===== src/rtl/supply_guard_pkg.sv =====
package supply_guard_pkg;

    // Sequencer states
    typedef enum logic [1:0] {
        ST_HOLD  = 2'd0,   // reset held, pulses blocked
        ST_QUIET = 2'd1,   // reset released, inhibit window running
        ST_RUN   = 2'd2    // pulses allowed
    } sg_state_e;

endpackage


===== src/rtl/sg_clear_sync.sv =====
module sg_clear_sync #(
    parameter int STAGES = 2
) (
    input  logic clk,
    input  logic clr_n_pin,
    output logic clr_ok_o
);

    logic [STAGES-1:0] pipe_q;

    // Asynchronous assert, synchronous release
    always_ff @(posedge clk or negedge clr_n_pin) begin
        if (!clr_n_pin) begin
            pipe_q <= '0;
        end else begin
            pipe_q <= {pipe_q[STAGES-2:0], 1'b1};
        end
    end

    assign clr_ok_o = pipe_q[STAGES-1];

    // the release never skips the first stage
    p_release_staged_r2: assert property (@(posedge clk) disable iff (!clr_n_pin)
        $rose(clr_ok_o) |-> $past(pipe_q[0]));

endmodule


===== src/rtl/sg_level_detect.sv =====
module sg_level_detect #(
    parameter int          CODE_W    = 10,
    parameter logic [9:0]  LO_CODE   = 10'd400,
    parameter logic [9:0]  HI_CODE   = 10'd420,
    parameter bit          USE_FLAGS = 1'b0
) (
    input  logic              clk,
    input  logic              clr_n_pin,
    input  logic [CODE_W-1:0] sup_code,
    input  logic              sup_below_lo,
    input  logic              sup_above_hi,
    output logic              sup_ok_o
);

    localparam logic [CODE_W-1:0] LO_TH = CODE_W'(LO_CODE);
    localparam logic [CODE_W-1:0] HI_TH = CODE_W'(HI_CODE);

    logic ok_q;
    logic go_low;
    logic go_high;

    generate
        if (USE_FLAGS) begin : g_flags
            logic unused_code;
            assign unused_code = ^sup_code;
            assign go_low  = sup_below_lo;
            assign go_high = sup_above_hi;

            // inputs assumed exclusive
            p_flags_exclusive_r8: assert property (@(posedge clk) disable iff (!clr_n_pin)
                !(sup_below_lo && sup_above_hi));
        end else begin : g_code
            logic unused_flags;
            assign unused_flags = sup_below_lo ^ sup_above_hi;
            assign go_low  = (sup_code < LO_TH);
            assign go_high = (sup_code >= HI_TH);

            // a code inside the hysteresis band never moves the verdict
            p_band_holds_r4: assert property (@(posedge clk) disable iff (!clr_n_pin)
                (sup_code >= LO_TH && sup_code < HI_TH) |=> $stable(ok_q));
            // a low code clears the verdict on the next edge
            p_low_clears_r3: assert property (@(posedge clk) disable iff (!clr_n_pin)
                (sup_code < LO_TH) |=> !ok_q);
        end
    endgenerate

    // Hysteresis register: low trip wins, high trip sets, band holds
    always_ff @(posedge clk or negedge clr_n_pin) begin
        if (!clr_n_pin) begin
            ok_q <= 1'b0;
        end else if (go_low) begin
            ok_q <= 1'b0;
        end else if (go_high) begin
            ok_q <= 1'b1;
        end
    end

    assign sup_ok_o = ok_q;

endmodule


===== src/rtl/sg_inhibit_fsm.sv =====
module sg_inhibit_fsm
    import supply_guard_pkg::*;
#(
    parameter int INHIBIT_CYCLES = 3580000
) (
    input  logic clk,
    input  logic clr_n_pin,
    input  logic healthy_i,
    output logic rst_n_o,
    output logic pulse_en_o
);

    localparam int                CNT_W    = (INHIBIT_CYCLES > 2) ? $clog2(INHIBIT_CYCLES) : 1;
    localparam logic [CNT_W-1:0]  CNT_LAST = CNT_W'(INHIBIT_CYCLES - 1);

    sg_state_e        state_q, state_d;
    logic [CNT_W-1:0] cnt_q, cnt_d;
    logic             rst_q, en_q;

    // Next-state and counter
    always_comb begin
        state_d = state_q;
        cnt_d   = cnt_q;
        unique case (state_q)
            ST_HOLD: begin
                cnt_d = '0;
                if (healthy_i) begin
                    state_d = ST_QUIET;
                end
            end
            ST_QUIET: begin
                if (!healthy_i) begin
                    state_d = ST_HOLD;
                    cnt_d   = '0;
                end else if (cnt_q == CNT_LAST) begin
                    state_d = ST_RUN;
                end else begin
                    cnt_d = cnt_q + 1'b1;
                end
            end
            ST_RUN: begin
                if (!healthy_i) begin
                    state_d = ST_HOLD;
                    cnt_d   = '0;
                end
            end
            default: begin
                state_d = ST_HOLD;
                cnt_d   = '0;
            end
        endcase
    end

    // State register
    always_ff @(posedge clk or negedge clr_n_pin) begin
        if (!clr_n_pin) begin
            state_q <= ST_HOLD;
            cnt_q   <= '0;
        end else begin
            state_q <= state_d;
            cnt_q   <= cnt_d;
        end
    end

    // Registered outputs decoded from the next state
    always_ff @(posedge clk or negedge clr_n_pin) begin
        if (!clr_n_pin) begin
            rst_q <= 1'b0;
            en_q  <= 1'b0;
        end else begin
            rst_q <= (state_d != ST_HOLD);
            en_q  <= (state_d == ST_RUN);
        end
    end

    assign rst_n_o    = rst_q;
    assign pulse_en_o = en_q;

    // the window counter advances by one each healthy quiet cycle
    p_count_step_r5: assert property (@(posedge clk) disable iff (!clr_n_pin)
        (state_q == ST_QUIET && healthy_i && cnt_q != CNT_LAST) |=> (cnt_q == $past(cnt_q) + 1'b1));
    // loss of health in the window goes back to HOLD
    p_restart_r6: assert property (@(posedge clk) disable iff (!clr_n_pin)
        (state_q == ST_QUIET && !healthy_i) |=> (state_q == ST_HOLD && cnt_q == '0));
    // leaving RUN drops both outputs together
    p_drop_together_r7: assert property (@(posedge clk) disable iff (!clr_n_pin)
        (state_q == ST_RUN && !healthy_i) |=> (!rst_q && !en_q));

endmodule


===== src/rtl/supply_guard.sv =====
module supply_guard #(
    parameter int         CODE_W         = 10,
    parameter logic [9:0] LO_CODE        = 10'd400,
    parameter logic [9:0] HI_CODE        = 10'd420,
    parameter bit         USE_FLAGS      = 1'b0,
    parameter int         INHIBIT_CYCLES = 3580000
) (
    input  logic              clk,
    input  logic              clr_n_pin,
    input  logic [CODE_W-1:0] sup_code,
    input  logic              sup_below_lo,
    input  logic              sup_above_hi,
    output logic              rst_n_o,
    output logic              pulse_en_o
);

    logic clr_ok;
    logic sup_ok;
    logic healthy;

    sg_clear_sync #(
        .STAGES(2)
    ) u_sync (
        .clk       (clk),
        .clr_n_pin (clr_n_pin),
        .clr_ok_o  (clr_ok)
    );

    sg_level_detect #(
        .CODE_W    (CODE_W),
        .LO_CODE   (LO_CODE),
        .HI_CODE   (HI_CODE),
        .USE_FLAGS (USE_FLAGS)
    ) u_level (
        .clk          (clk),
        .clr_n_pin    (clr_n_pin),
        .sup_code     (sup_code),
        .sup_below_lo (sup_below_lo),
        .sup_above_hi (sup_above_hi),
        .sup_ok_o     (sup_ok)
    );

    assign healthy = clr_ok & sup_ok;

    sg_inhibit_fsm #(
        .INHIBIT_CYCLES(INHIBIT_CYCLES)
    ) u_fsm (
        .clk        (clk),
        .clr_n_pin  (clr_n_pin),
        .healthy_i  (healthy),
        .rst_n_o    (rst_n_o),
        .pulse_en_o (pulse_en_o)
    );

    // pulses never enabled while reset is asserted
    p_en_needs_rst_r7: assert property (@(posedge clk) disable iff (!clr_n_pin)
        pulse_en_o |-> rst_n_o);
    // a lost supply verdict forces reset on the next edge
    p_sup_loss_r3: assert property (@(posedge clk) disable iff (!clr_n_pin)
        !sup_ok |=> !rst_n_o);

endmodule


===== config.mk =====
export PLATFORM = sky130hd
export DESIGN_NAME = supply_guard
export DESIGN_NICKNAME = d
export VERILOG_FILES = /design/src/rtl/supply_guard_pkg.sv /design/src/rtl/sg_clear_sync.sv /design/src/rtl/sg_level_detect.sv /design/src/rtl/sg_inhibit_fsm.sv /design/src/rtl/supply_guard.sv
export SDC_FILE = /design/constraint.sdc
export NUM_CORES = 1
export LEC_CHECK = 0
export CAP_MARGIN = 0
export CORE_MARGIN = 8
export CORE_UTILIZATION = 40
export CTS_CLUSTER_SIZE = 12
export DETAILED_ROUTE_END_ITERATION = 8
export PLACE_DENSITY_LB_ADDON = 0.2
export SLEW_MARGIN = 20
export SYNTH_ARGS = -nofsm -noshare
export SYNTH_HDL_FRONTEND = slang
export SYNTH_SLANG_ARGS = --single-unit

===== constraint.sdc =====
create_clock -name clk -period 3.7 [get_ports clk]
set_clock_uncertainty 0.05 [all_clocks]
set_input_delay 0.37 -clock clk [delete_from_list [all_inputs] [get_ports clk]]
set_output_delay 0.37 -clock clk [all_outputs]
set_load 0.01 [all_outputs]

==> run_results.csv <==
group,metric,value,unit
status,status,"finished clean",
floorplanning,core_area,0.00363,mm2
route,dr.pass1.iters,4,
yosys,yosysSeqAreaShare,48.1,%
placed_design,dp_hpwl,2.43,mm
floorplanning,rows,22,
clocking,insertion_delay,0.28,ns
yosys,synth-seq-cells,29,
clocking,cts_setup_buffers,0,
clocking,clkSinkCount,29,
grt,grt_pass1_wl,5.91,mm
critical_path,critPathMaxFanout,20,
grt,grt-ovfl-total,0,
yosys,async_flop_share,100,%
clocking,clkTransAtPathRegs,0.06,ns
power,ir_worst_vdd,264,uV
finish,drive_gt1_share,10.1,%
sta,fmax,0.452,GHz
finish,layout_common_cells,"29 x dfrtp_1, 22 x o21ai_0, 15 x nand2_1",
route,totalWireLength,3.45,mm
yosys,postSynthCellCount,154,
power,leakage,0.713,nW
finish,final_core_util,47.5,%
floorplanning,initial_core_util,41.5,%
power,powerDensity,351,mW/mm2
critical_path,ff2ff_setup_slack,1.49,ns
floorplanning,dieWidth,77.4,um
clocking,cts_hold_buf,0,
finish,final_nets,183,
route,drc,0,
critical_path,worstSetupPathType,"reg2reg",
sta,setup_viol,0,
sta,fin_setup_tns,0,ns
clocking,cts_resized,0,
route,num_vias,1282,
yosys,netlist_area,0.00151,mm2
sta,period_needed,2.21,ns
critical_path,worstReg2RegEnd,"u_fsm.cnt_q[5]",
finish,fill_cells,359,
yosys,ys.flop_type,"dfrtp_1",
sta,rsz0062_at_grt,"no",
min_path,worstHoldPathType,"reg2reg",
yosys,yosysUniqueCellTypes,41,
critical_path,cp-start-kind,"flop",
critical_path,timing.rr.start,"u_fsm.cnt_q[0]",
clocking,clockBufferDepth,2,
yosys,syn_nets,169,
route,wl_per_cell,15.9,um
sta,tightest_slew,0.838,ns
clocking,htreeDepth,2,
yosys,synth_area_per_cell,9.79,um2
grt,grt_antenna_before_repair,0,
route,postRouteAntennaNets,0,
critical_path,startpoint,"u_fsm.cnt_q[0]",
yosys,yosys_warnings,0,
yosys,synth_edf_count,0,
placed_design,finalWeightedCongestion,0.775,
sta,hold_violations,0,
critical_path,critPathCapture,"u_fsm.cnt_q[5]",
sta,fin_crit_sh,59.8,%
clocking,cts_tree,"built",
critical_path,cp.required,3.81,ns
placed_design,portBuffers,11,
grt,grt_pass1_vias,1208,
grt,grt_max_degree,30,
finish,area_growth,14.5,%
clocking,cts_root_buf,"clkbuf_8",
floorplanning,ios,16,
critical_path,cp.arrival,2.32,ns
job,max_cap_violations,0,
critical_path,end_kind,"flop",
floorplanning,dieArea,0.00599,mm2
critical_path,reg2reg_depth,7,
finish,final_common_cell,"dfrtp_1",
grt,grt.total_usage,12.4,%
route,drtIter0Drc,96,
route,via_per_inst,5.91,
sta,hold_slack,0.301,ns
finish,n_antenna_cell,0,
clocking,cts_buffers,5,
sta,slew_headroom,43.8,%
floorplanning,die_y,77.4,um
sta,final_max_slew_viol_count,0,
==> kinds of logic (layout without fill, tap and decap cells) <==
logic type	Yosys count	count (layout)	share of synthesized area (%)
xor gates and xnor gates	1	1	0.581
adders and majority gates	1	1	0.830
and+or+nand+nor	53	53	20.5
AOI/OAI and AO/OA	62	62	26.5
other	1	1	0.249
DFF	29	29	48.1
buffers and inverters	7	22	3.24
==> critical path, stage by stage, from the launching register on <==
cell and delay, ns:
dfrtp_1 0.42, ha_1 0.26, and4bb_1 0.20, nand4_1 0.15
nor3_2 0.09, o21ai_2 0.30, inv_2 0.22, o41ai_1 0.38
==> power by group <==
part | internal (mW) | switching (mW)
clock | 0.130 | 0.118
combinational | 0.0167 | 0.0177
sequential | 0.321 | 0.00266
==> cells in the mapped netlist (all sizes together) (2+ instances only) <==
master  instances  share of area [%]
nor4b           2                1.2
o31a            2                1.2
inv             2               0.50
clkbuf          2               0.50
a31o            2                1.2
o41ai           2                1.7
o21ai          25                8.5
o31ai           8                4.3
buf             3                2.2
and2            3                1.2
a31oi          12                5.0
a21oi           6                2.0
nor2            5                1.2
nor4            2                1.8
nand2          16                4.1
dfrtp          29                 48
nor3            4                1.7
nand4           2               0.83
nand2b          3                1.2
nand3           6                2.0
and3            4                1.7
and4            2                1.2
a41oi           2                1.2
==> final cells by class <==
cell class | count | area, um2 | share of cell area [%]
Sequential cell | 29 | 726 | 42.0
Inverter | 2 | 7.51 | 0.435
Clock buffer | 6 | 72.6 | 4.20
Tap cell | 48 | 60.1 | 3.48
Clock inverter | 2 | 10.0 | 0.580
Timing Repair Buffer | 12 | 118 | 6.81
Multi-Input combinational cell | 118 | 733 | 42.5
==> worst min-delay path by stage <==
stage                           from                to  slack [ns]  cells after the start
detailed placement  u_sync.pipe_q[0]  u_sync.pipe_q[1]        0.29                      0
floorplan                  clr_n_pin    u_fsm.cnt_q[0]        0.02                      0
global route        u_sync.pipe_q[0]  u_sync.pipe_q[1]        0.31                      0
finish              u_sync.pipe_q[0]  u_sync.pipe_q[1]        0.30                      0
CTS                 u_sync.pipe_q[0]  u_sync.pipe_q[1]        0.31                      0
global placement    u_sync.pipe_q[0]  u_sync.pipe_q[1]        0.29                      0
==> layer usage <==
metal  vias to the layer above  GRT usage [%]  wire length [um]
met3                         7           3.57                87
met1                       647           15.0              1600
li1                        619              -                 -
met4                         0           6.23                75
met2                         9           19.8              1690
met5                         -              0                 0
==> registers in the layout, indices dropped and copies added, names as in the netlist <==
signal and count:
u_fsm.pulse_en_o 1, u_fsm.cnt_q 22, u_fsm.state_q 2, u_sync.pipe_q 2
u_fsm.rst_n_o 1, u_level.sup_ok_o 1
==> through the flow <==
| stage | power, mW | area [um2] | instances | worst slack, ns |
|---|---|---|---|---|
| after floorplan | 0.343 | 1510 | 154 | 1.83 |
| after global placement | 0.363 | 1640 | 209 | 1.55 |
| after detailed placement | 0.365 | 1640 | 209 | 1.49 |
| after CTS | 0.614 | 1730 | 217 | 1.48 |
| after global routing | 0.632 | 1730 | 217 | 1.28 |
| final | 0.606 | 1730 | 217 | 1.49 |
Note: power is estimated with default switching activity, not from simulation.
